[src/rtl/tcm_router_pkg.sv]
package tcm_router_pkg;

   // Routing decision for one port.
   typedef enum logic [1:0] {
      TGT_NONE = 2'd0,
      TGT_BUS  = 2'd1,
      TGT_IRAM = 2'd2,
      TGT_DRAM = 2'd3
   } tcm_tgt_e;

   // Window index values taken from the address bits above the window size.
   localparam int unsigned WIN_IDX_IRAM = 0;
   localparam int unsigned WIN_IDX_DRAM = 1;

endpackage

[src/rtl/tcm_port_decode.sv]
module tcm_port_decode
   import tcm_router_pkg::*;
#(
   parameter int unsigned ADDR_W     = 32,
   parameter int unsigned WIN_LOG2   = 26,
   parameter bit          FETCH_PORT = 1'b1
) (
   input  logic              req_i,
   input  logic [ADDR_W-1:0] addr_i,
   input  logic              iram_en_i,
   input  logic              dram_en_i,
   output tcm_tgt_e          tgt_o
);

   localparam int unsigned REGION_W = ADDR_W - WIN_LOG2;

   logic [REGION_W-1:0] region;
   logic                in_iwin;
   logic                in_dwin;

   assign region  = addr_i[ADDR_W-1:WIN_LOG2];
   assign in_iwin = (region == REGION_W'(WIN_IDX_IRAM));
   assign in_dwin = (region == REGION_W'(WIN_IDX_DRAM));

   generate
      if (REGION_W < 2) begin : g_bad_width
         $error("tcm_port_decode: address too narrow for two windows");
      end

      if (FETCH_PORT) begin : g_fetch
         // The fetch port can reach only the instruction RAM.
         always_comb begin
            if (!req_i)                      tgt_o = TGT_NONE;
            else if (in_iwin && iram_en_i)   tgt_o = TGT_IRAM;
            else                             tgt_o = TGT_BUS;
         end
         logic unused_dram_en;
         assign unused_dram_en = dram_en_i ^ in_dwin;
      end else begin : g_data
         // The data port can reach both RAMs.
         always_comb begin
            if (!req_i)                      tgt_o = TGT_NONE;
            else if (in_iwin && iram_en_i)   tgt_o = TGT_IRAM;
            else if (in_dwin && dram_en_i)   tgt_o = TGT_DRAM;
            else                             tgt_o = TGT_BUS;
         end
      end
   endgenerate

endmodule

[src/rtl/tcm_enable_bank.sv]
module tcm_enable_bank (
   input  logic clk,
   input  logic rst_n,
   input  logic boot_en_i,
   input  logic wr_i,
   input  logic wr_iram_en_i,
   input  logic wr_dram_en_i,
   output logic iram_en_o,
   output logic dram_en_o
);

   always_ff @(posedge clk) begin
      if (!rst_n) begin
         iram_en_o <= boot_en_i;
         dram_en_o <= boot_en_i;
      end else if (wr_i) begin
         iram_en_o <= wr_iram_en_i;
         dram_en_o <= wr_dram_en_i;
      end
   end

endmodule

[src/rtl/tcm_iram_arbiter.sv]
module tcm_iram_arbiter
   import tcm_router_pkg::*;
#(
   parameter int unsigned ADDR_W = 32,
   parameter int unsigned RAM_AW = 14
) (
   input  tcm_tgt_e          fetch_tgt_i,
   input  tcm_tgt_e          data_tgt_i,
   input  logic [ADDR_W-1:0] fetch_addr_i,
   input  logic [ADDR_W-1:0] data_addr_i,
   output logic              sel_o,
   output logic [RAM_AW-1:0] addr_o,
   output logic              dport_o,
   output logic              fetch_stall_o
);

   logic fetch_wants;
   logic data_wants;

   assign fetch_wants = (fetch_tgt_i == TGT_IRAM);
   assign data_wants  = (data_tgt_i  == TGT_IRAM);

   // Fixed priority: the data port always wins.
   always_comb begin
      sel_o         = fetch_wants | data_wants;
      dport_o       = data_wants;
      fetch_stall_o = fetch_wants & data_wants;
      if (data_wants)       addr_o = data_addr_i[RAM_AW-1:0];
      else if (fetch_wants) addr_o = fetch_addr_i[RAM_AW-1:0];
      else                  addr_o = '0;
   end

endmodule

[src/rtl/tcm_addr_router.sv]
module tcm_addr_router
   import tcm_router_pkg::*;
#(
   parameter int unsigned ADDR_W     = 32,
   parameter int unsigned WIN_LOG2   = 26,
   parameter int unsigned IRAM_BYTES = 16384,
   parameter int unsigned DRAM_BYTES = 16384,
   localparam int unsigned IRAM_AW   = $clog2(IRAM_BYTES),
   localparam int unsigned DRAM_AW   = $clog2(DRAM_BYTES)
) (
   input  logic               clk,
   input  logic               rst_n,
   input  logic               boot_ram_en_i,
   input  logic               ctl_wr_i,
   input  logic               ctl_iram_en_i,
   input  logic               ctl_dram_en_i,
   input  logic               fetch_req_i,
   input  logic [ADDR_W-1:0]  fetch_addr_i,
   input  logic               data_req_i,
   input  logic [ADDR_W-1:0]  data_addr_i,
   output logic               iram_sel_o,
   output logic [IRAM_AW-1:0] iram_addr_o,
   output logic               iram_dport_o,
   output logic               dram_sel_o,
   output logic [DRAM_AW-1:0] dram_addr_o,
   output logic               fetch_bus_req_o,
   output logic               data_bus_req_o,
   output logic               fetch_stall_o
);

   generate
      if ((IRAM_BYTES & (IRAM_BYTES - 1)) != 0) begin : g_bad_iram_pow2
         $error("tcm_addr_router: IRAM_BYTES must be a power of two");
      end
      if ((DRAM_BYTES & (DRAM_BYTES - 1)) != 0) begin : g_bad_dram_pow2
         $error("tcm_addr_router: DRAM_BYTES must be a power of two");
      end
      if (IRAM_AW > WIN_LOG2 || DRAM_AW > WIN_LOG2) begin : g_bad_size
         $error("tcm_addr_router: RAM larger than its window");
      end
      if (WIN_LOG2 + 2 > ADDR_W) begin : g_bad_addr
         $error("tcm_addr_router: address too narrow for both windows");
      end
   endgenerate

   logic     iram_en;
   logic     dram_en;
   tcm_tgt_e fetch_tgt;
   tcm_tgt_e data_tgt;

   tcm_enable_bank u_enables (
      .clk          (clk),
      .rst_n        (rst_n),
      .boot_en_i    (boot_ram_en_i),
      .wr_i         (ctl_wr_i),
      .wr_iram_en_i (ctl_iram_en_i),
      .wr_dram_en_i (ctl_dram_en_i),
      .iram_en_o    (iram_en),
      .dram_en_o    (dram_en)
   );

   tcm_port_decode #(
      .ADDR_W     (ADDR_W),
      .WIN_LOG2   (WIN_LOG2),
      .FETCH_PORT (1'b1)
   ) u_fetch_dec (
      .req_i     (fetch_req_i),
      .addr_i    (fetch_addr_i),
      .iram_en_i (iram_en),
      .dram_en_i (dram_en),
      .tgt_o     (fetch_tgt)
   );

   tcm_port_decode #(
      .ADDR_W     (ADDR_W),
      .WIN_LOG2   (WIN_LOG2),
      .FETCH_PORT (1'b0)
   ) u_data_dec (
      .req_i     (data_req_i),
      .addr_i    (data_addr_i),
      .iram_en_i (iram_en),
      .dram_en_i (dram_en),
      .tgt_o     (data_tgt)
   );

   tcm_iram_arbiter #(
      .ADDR_W (ADDR_W),
      .RAM_AW (IRAM_AW)
   ) u_iram_arb (
      .fetch_tgt_i   (fetch_tgt),
      .data_tgt_i    (data_tgt),
      .fetch_addr_i  (fetch_addr_i),
      .data_addr_i   (data_addr_i),
      .sel_o         (iram_sel_o),
      .addr_o        (iram_addr_o),
      .dport_o       (iram_dport_o),
      .fetch_stall_o (fetch_stall_o)
   );

   // Only the data port reaches the data RAM; the local address keeps the low bits.
   assign dram_sel_o      = (data_tgt == TGT_DRAM);
   assign dram_addr_o     = dram_sel_o ? data_addr_i[DRAM_AW-1:0] : '0;
   assign fetch_bus_req_o = (fetch_tgt == TGT_BUS);
   assign data_bus_req_o  = (data_tgt == TGT_BUS);

endmodule

[config.mk]
export PLATFORM = sky130hd
export DESIGN_NAME = tcm_addr_router
export DESIGN_NICKNAME = d
export VERILOG_FILES = /design/src/rtl/tcm_router_pkg.sv /design/src/rtl/tcm_port_decode.sv /design/src/rtl/tcm_enable_bank.sv /design/src/rtl/tcm_iram_arbiter.sv /design/src/rtl/tcm_addr_router.sv
export SDC_FILE = /design/constraint.sdc
export NUM_CORES = 1
export LEC_CHECK = 0
export ABC_AREA = 1
export BUFFER_PORTS_ARGS = -buffer_cell sky130_fd_sc_hd__buf_2
export CORE_UTILIZATION = 30
export CTS_BUF_LIST = sky130_fd_sc_hd__clkbuf_4 sky130_fd_sc_hd__clkbuf_8 sky130_fd_sc_hd__clkbuf_16
export DETAILED_ROUTE_END_ITERATION = 7
export GPL_TIMING_DRIVEN = 0
export HOLD_SLACK_MARGIN = 0.03
export PLACE_DENSITY = 0.83
export RECOVER_POWER = 50
export SYNTH_ARGS = -nofsm -noshare
export SYNTH_HDL_FRONTEND = slang
export SYNTH_SLANG_ARGS = --single-unit
[constraint.sdc]
create_clock -name clk -period 1.81 [get_ports clk]
set_input_delay 0.0905 -clock clk [delete_from_list [all_inputs] [get_ports clk]]
set_output_delay 0.0905 -clock clk [all_outputs]
set_load 0.01 [all_outputs]
Word-level counts from Yosys, hierarchy flattened:

Cells that the tools add are included.

* flip-flop bits (word level): 2
* bits of input ports: 72

* equal/unequal tests: 7
* multiplexer cells: 12
* bitwise gates (word level): 2
* reduce and logical (&&, ||, !) cells: 5

Operators by type and width (count)
* $mux 14: 3
* $logic_not 6->1: 2
* $mux 2: 5
* $eq 2x2->1 const B: 3
* $eq 6x1->1 const B: 1
* $eq 2x1->1 const B: 2
* $mux 1: 4
* $logic_and 1x1->1: 3
* $ne 2x1->1 const B: 1
* $and 1x1->1: 1
* $or 1x1->1: 1

Longest topological paths before layout:

* word-level depth: 7
* gate-level depth with buffers: 8
* gate-level depth less buffers: 7

Modules after synthesis:

A second synthesis with hierarchy kept.

* cells, all modules: 132
* area total of the unflattened synthesis: 659.4 um2

Modules (own cells, without submodules)
* tcm_iram_arbiter: times used 1, cells each 53, area an instance 256.5 um2, seq. area each 0.0 um2
* tcm_addr_router: times used 1, cells each 35, area an instance 168.9 um2, seq. area each 0.0 um2
* tcm_enable_bank: times used 1, cells each 10, area an instance 92.6 um2, seq. area each 60.1 um2
* tcm_port_decode at u_fetch_dec: times used 1, cells each 20, area an instance 78.8 um2, seq. area each 0.0 um2
* tcm_port_decode at u_data_dec: times used 1, cells each 14, area an instance 62.6 um2, seq. area each 0.0 um2

Worst setup path before layout:

No wires, ideal clock.

* path type: register to output
* start: reg u_enables.dram_en_o
* end: out dram_addr_o[10]
* arrival time: 0.927 ns
* setup slack: 0.793 ns
* cell stages (with the launch flop): 6
* buffers on the path: 1
* path through: edfxtp_1 nand3_1 nor2_4 inv_2 buf_6 nor2_2

* word-level cells in the longest chain between the ends: 6

Ends and longest elaborated chain
* start, declared: line tcm_enable_bank.sv:9 `output logic dram_en_o`
* start signal, assigned: line tcm_enable_bank.sv:15 `dram_en_o <= boot_en_i;`
* start signal, assigned: line tcm_enable_bank.sv:18 `dram_en_o <= wr_dram_en_i;`
* $logic_and 1x1->1: line tcm_port_decode.sv:44 `else if (in_dwin && dram_en_i) tgt_o = TGT_DRAM;`
* $mux 2: line tcm_port_decode.sv:44
* $mux 2: line tcm_port_decode.sv:43 `else if (in_iwin && iram_en_i) tgt_o = TGT_IRAM;`
* $mux 2: line tcm_port_decode.sv:42 `if (!req_i) tgt_o = TGT_NONE;`
* $eq 2x2->1: line tcm_addr_router.sv:101 `assign dram_sel_o = (data_tgt == TGT_DRAM);`
* via dram_sel_o: line tcm_addr_router.sv:24 `output logic dram_sel_o,`
* $mux 14: line tcm_addr_router.sv:102 `assign dram_addr_o = dram_sel_o ? data_addr_i[DRAM_AW-1:0] : '0;`
* end, declared: line tcm_addr_router.sv:25 `output logic [DRAM_AW-1:0] dram_addr_o,`

The timed path passes the listed nets, and every way through them passes these cells.

Final worst setup path:

* start: reg u_enables.iram_en_o
* end: out iram_addr_o[9]

* word-level cells in the longest chain between the ends: 6
* elaborated cells between the ends (all ways): 10

Ends and longest elaborated chain
* start, declared: line tcm_enable_bank.sv:8 `output logic iram_en_o,`
* start signal, assigned: line tcm_enable_bank.sv:14 `iram_en_o <= boot_en_i;`
* start signal, assigned: line tcm_enable_bank.sv:17 `iram_en_o <= wr_iram_en_i;`
* $logic_and 1x1->1: line tcm_port_decode.sv:34 `else if (in_iwin && iram_en_i) tgt_o = TGT_IRAM;`
* $mux 2: line tcm_port_decode.sv:34
* $mux 2: line tcm_port_decode.sv:33 `if (!req_i) tgt_o = TGT_NONE;`
* $eq 2x2->1: line tcm_iram_arbiter.sv:20 `assign fetch_wants = (fetch_tgt_i == TGT_IRAM);`
* $mux 14: line tcm_iram_arbiter.sv:29 `else if (fetch_wants) addr_o = fetch_addr_i[RAM_AW-1:0];`
* $mux 14 (*): line tcm_iram_arbiter.sv:28 `if (data_wants) addr_o = data_addr_i[RAM_AW-1:0];`
* end, declared: line tcm_addr_router.sv:22 `output logic [IRAM_AW-1:0] iram_addr_o,`

Every way passes the cells marked *; elsewhere a longest branch is shown, timed or not.

==> results.toml <==
[outcome]
status = "finished, final reports clean"

[synth]
synth_mux_area_frac = 0
synth_top_family_by_area = "simple AND/OR/NAND/NOR gates"
synth_compound_area_frac = 0.009107
syn_nets = 210
synth-xor-area-share = 0
ys_seq_area_frac = 0.08743
synth_top_cell_area_share = 0.2842
ys_top_cells_by_area = "nand2_1, inv_1, nor2_2, nor2_1, edfxtp_1"
synth-adder-area-share = 0
synthCells = 138
ys_ff_latch = 2
ys_warn_count = 0
synthSimpleGateAreaFrac = 0.6284
syn_avg_cell_area_um2 = 4.978
netlist_area_um2 = 686.9
synth.distinct_cells = 14
synth_area_leader_cell = "nand2_1"

[timing]
drv_slew = 0
tightest_slew_ns = 0.2976
whs_ns = 0.1461
rsz0062_at_grt = "no"
worst_slack_ns = 0.3487
period_share = 0.8073
max_freq_mhz = 684.3
finalSetupViolCount = 0
slew_headroom = 0.8009
tns_ns = 0
hold_viol_final = 0
period_minus_slack_ns = 1.461

[global_routing]
first_global_vias = 828
overflow = 0
grt_max_degree = 11
grtUsageTotal = 0.1625
grt_use_met1 = 0.1768
grt_pass1_wl_um = 3243
grt_use_met3 = 0.01852
use_met2 = 0.3086
top_usage_layer = "met2"
antenna_found_initial = 0

[placed_design]
place.gp.congestion = 0.7922
pre_cts_ws_ns = 0.6238
port_buffers = 81
place_hpwl_um = 1657

[setup_path]
worstPathCellList = "nand2_1 > nor2_1 > buf_6 > nor2_1 > nand2_1 > nand2_1 > buf_2"
cp_data_arrival_time_ns = 1.37
cp.required_ns = 1.72
crit_buf_inv = 2
endpoint_kind = "output port"
path_class = "register to output port"
critPathTopFamily = "simple AND/OR/NAND/NOR gates"
crit_path_start_kind = "register"
cp_max_fo = 10
crit_slowest_cell = "edfxtp_1"
cp_common_cell = "nand2_1"
critPathMaxStageDelay_ns = 0.34

[pwr]
power_uw = 264.5
p_leak_uw = 0.0008015
ir_worst_vdd_mv = 0.2276
power_density_nw_per_um2 = 236.2

[die]
start_util = 0.3331
fp.coreArea_um2 = 2062
die_area_um2 = 2485
die_y_um = 49.85
fp-row-count = 16
chipWidth_um = 49.85
ios = 106

[clocking]
ctsResizeCount = 0
root_buffer = "clkbuf_4"
cts_tree = "yes"
cts_inserted_buffers = 3
cts.sinks = 2
cts.clk_slew.worst_paths_ns = 0.03
cts_max_level = 1
postCtsSetupRepairBufs = 0
cts.path.max_buffers = 2
hold_buffers = 0

[final_layout]
drive_gt1_frac = 0.4505
antenna_cells = 0
final_nets = 296
area_delta_synth_final_pct = 63.02
fin_util = 0.5431

[drt]
drtIter0Drc = 4
drc = 0
routed_wl_um = 1960
ant_nets = 0
wire_per_inst_um = 7.871
dr.pass1.iters = 3
viasPerCell = 3.880
via_count = 966

[min_path]
hold_path.class = "input port to register"

[flow_run]
maxCapViolCount = 0
-- Yosys cell counts (all sizes together) --
cell type	instances
buf	5
clkinv	1
edfxtp	2
inv	34
or2	1
nand3	2
nand2	53
a31oi	1
nor2	39
-- placed cells by master (no fill, tap or decap) --
cell,count
a31oi_1,1
buf_2,72
buf_6,5
clkbuf_1,9
clkbuf_4,3
clkinv_2,1
edfxtp_1,2
inv_1,33
inv_2,1
nand2_1,52
nand2_2,1
nand3_1,1
nand3_4,1
nor2_1,24
nor2_2,15
or2_2,1
-- logic make-up (layout without fill, tap and decap cells) --
logic type / count (synthesis) / count (layout)
AOI/OAI and AO/OA: 1 / 1
buffers and inverters: 40 / 124
DFF: 2 / 2
and+or+nand+nor: 95 / 95
-- report_power, final --
group,switching (uW),internal [uW]
clock,25.2,73.1
sequential,2.48,57.5
combinational,49.8,56.3
-- area by class of cell --
class                      count  area (um2)
sequential                     2       60.06
inverter                      35       132.6
clock buffer                   3       22.52
buffer                         5       56.30
timing repair buffer          81       394.1
fill                         232       942.2
tap                           27       33.78
multi-input combinational     96       420.4
-- registers in the layout, indices dropped and copies added (netlist names) --
name and cells:
u_enables.dram_en_o 1, u_enables.iram_en_o 1
-- path summary, 6_finish.rpt --
path,to,from,slack (ns),cells past startpoint
worst max-delay path,iram_addr_o[9],u_enables.iram_en_o,0.35,7
worst min-delay path,u_enables.dram_en_o,ctl_dram_en_i,0.15,3
-- layer usage --
layer  routed length (um)  share of wire  vias to the layer above
met3                  134          0.068                        0
met1                  797           0.41                      379
met4                    0              0                        0
met5                    0              0                        -
met2                 1028           0.52                       39
li1                     -              -                      548
-- through the flow --
stage / cell area, um2 / cells
2_1_floorplan: 686.9 / 138
3_3_place_gp: 1126 / 246
3_5_place_dp: 1126 / 246
4_1_cts: 1149 / 249
5_1_grt: 1120 / 249
6_report: 1120 / 249
Power figures use the tool's default switching activity.
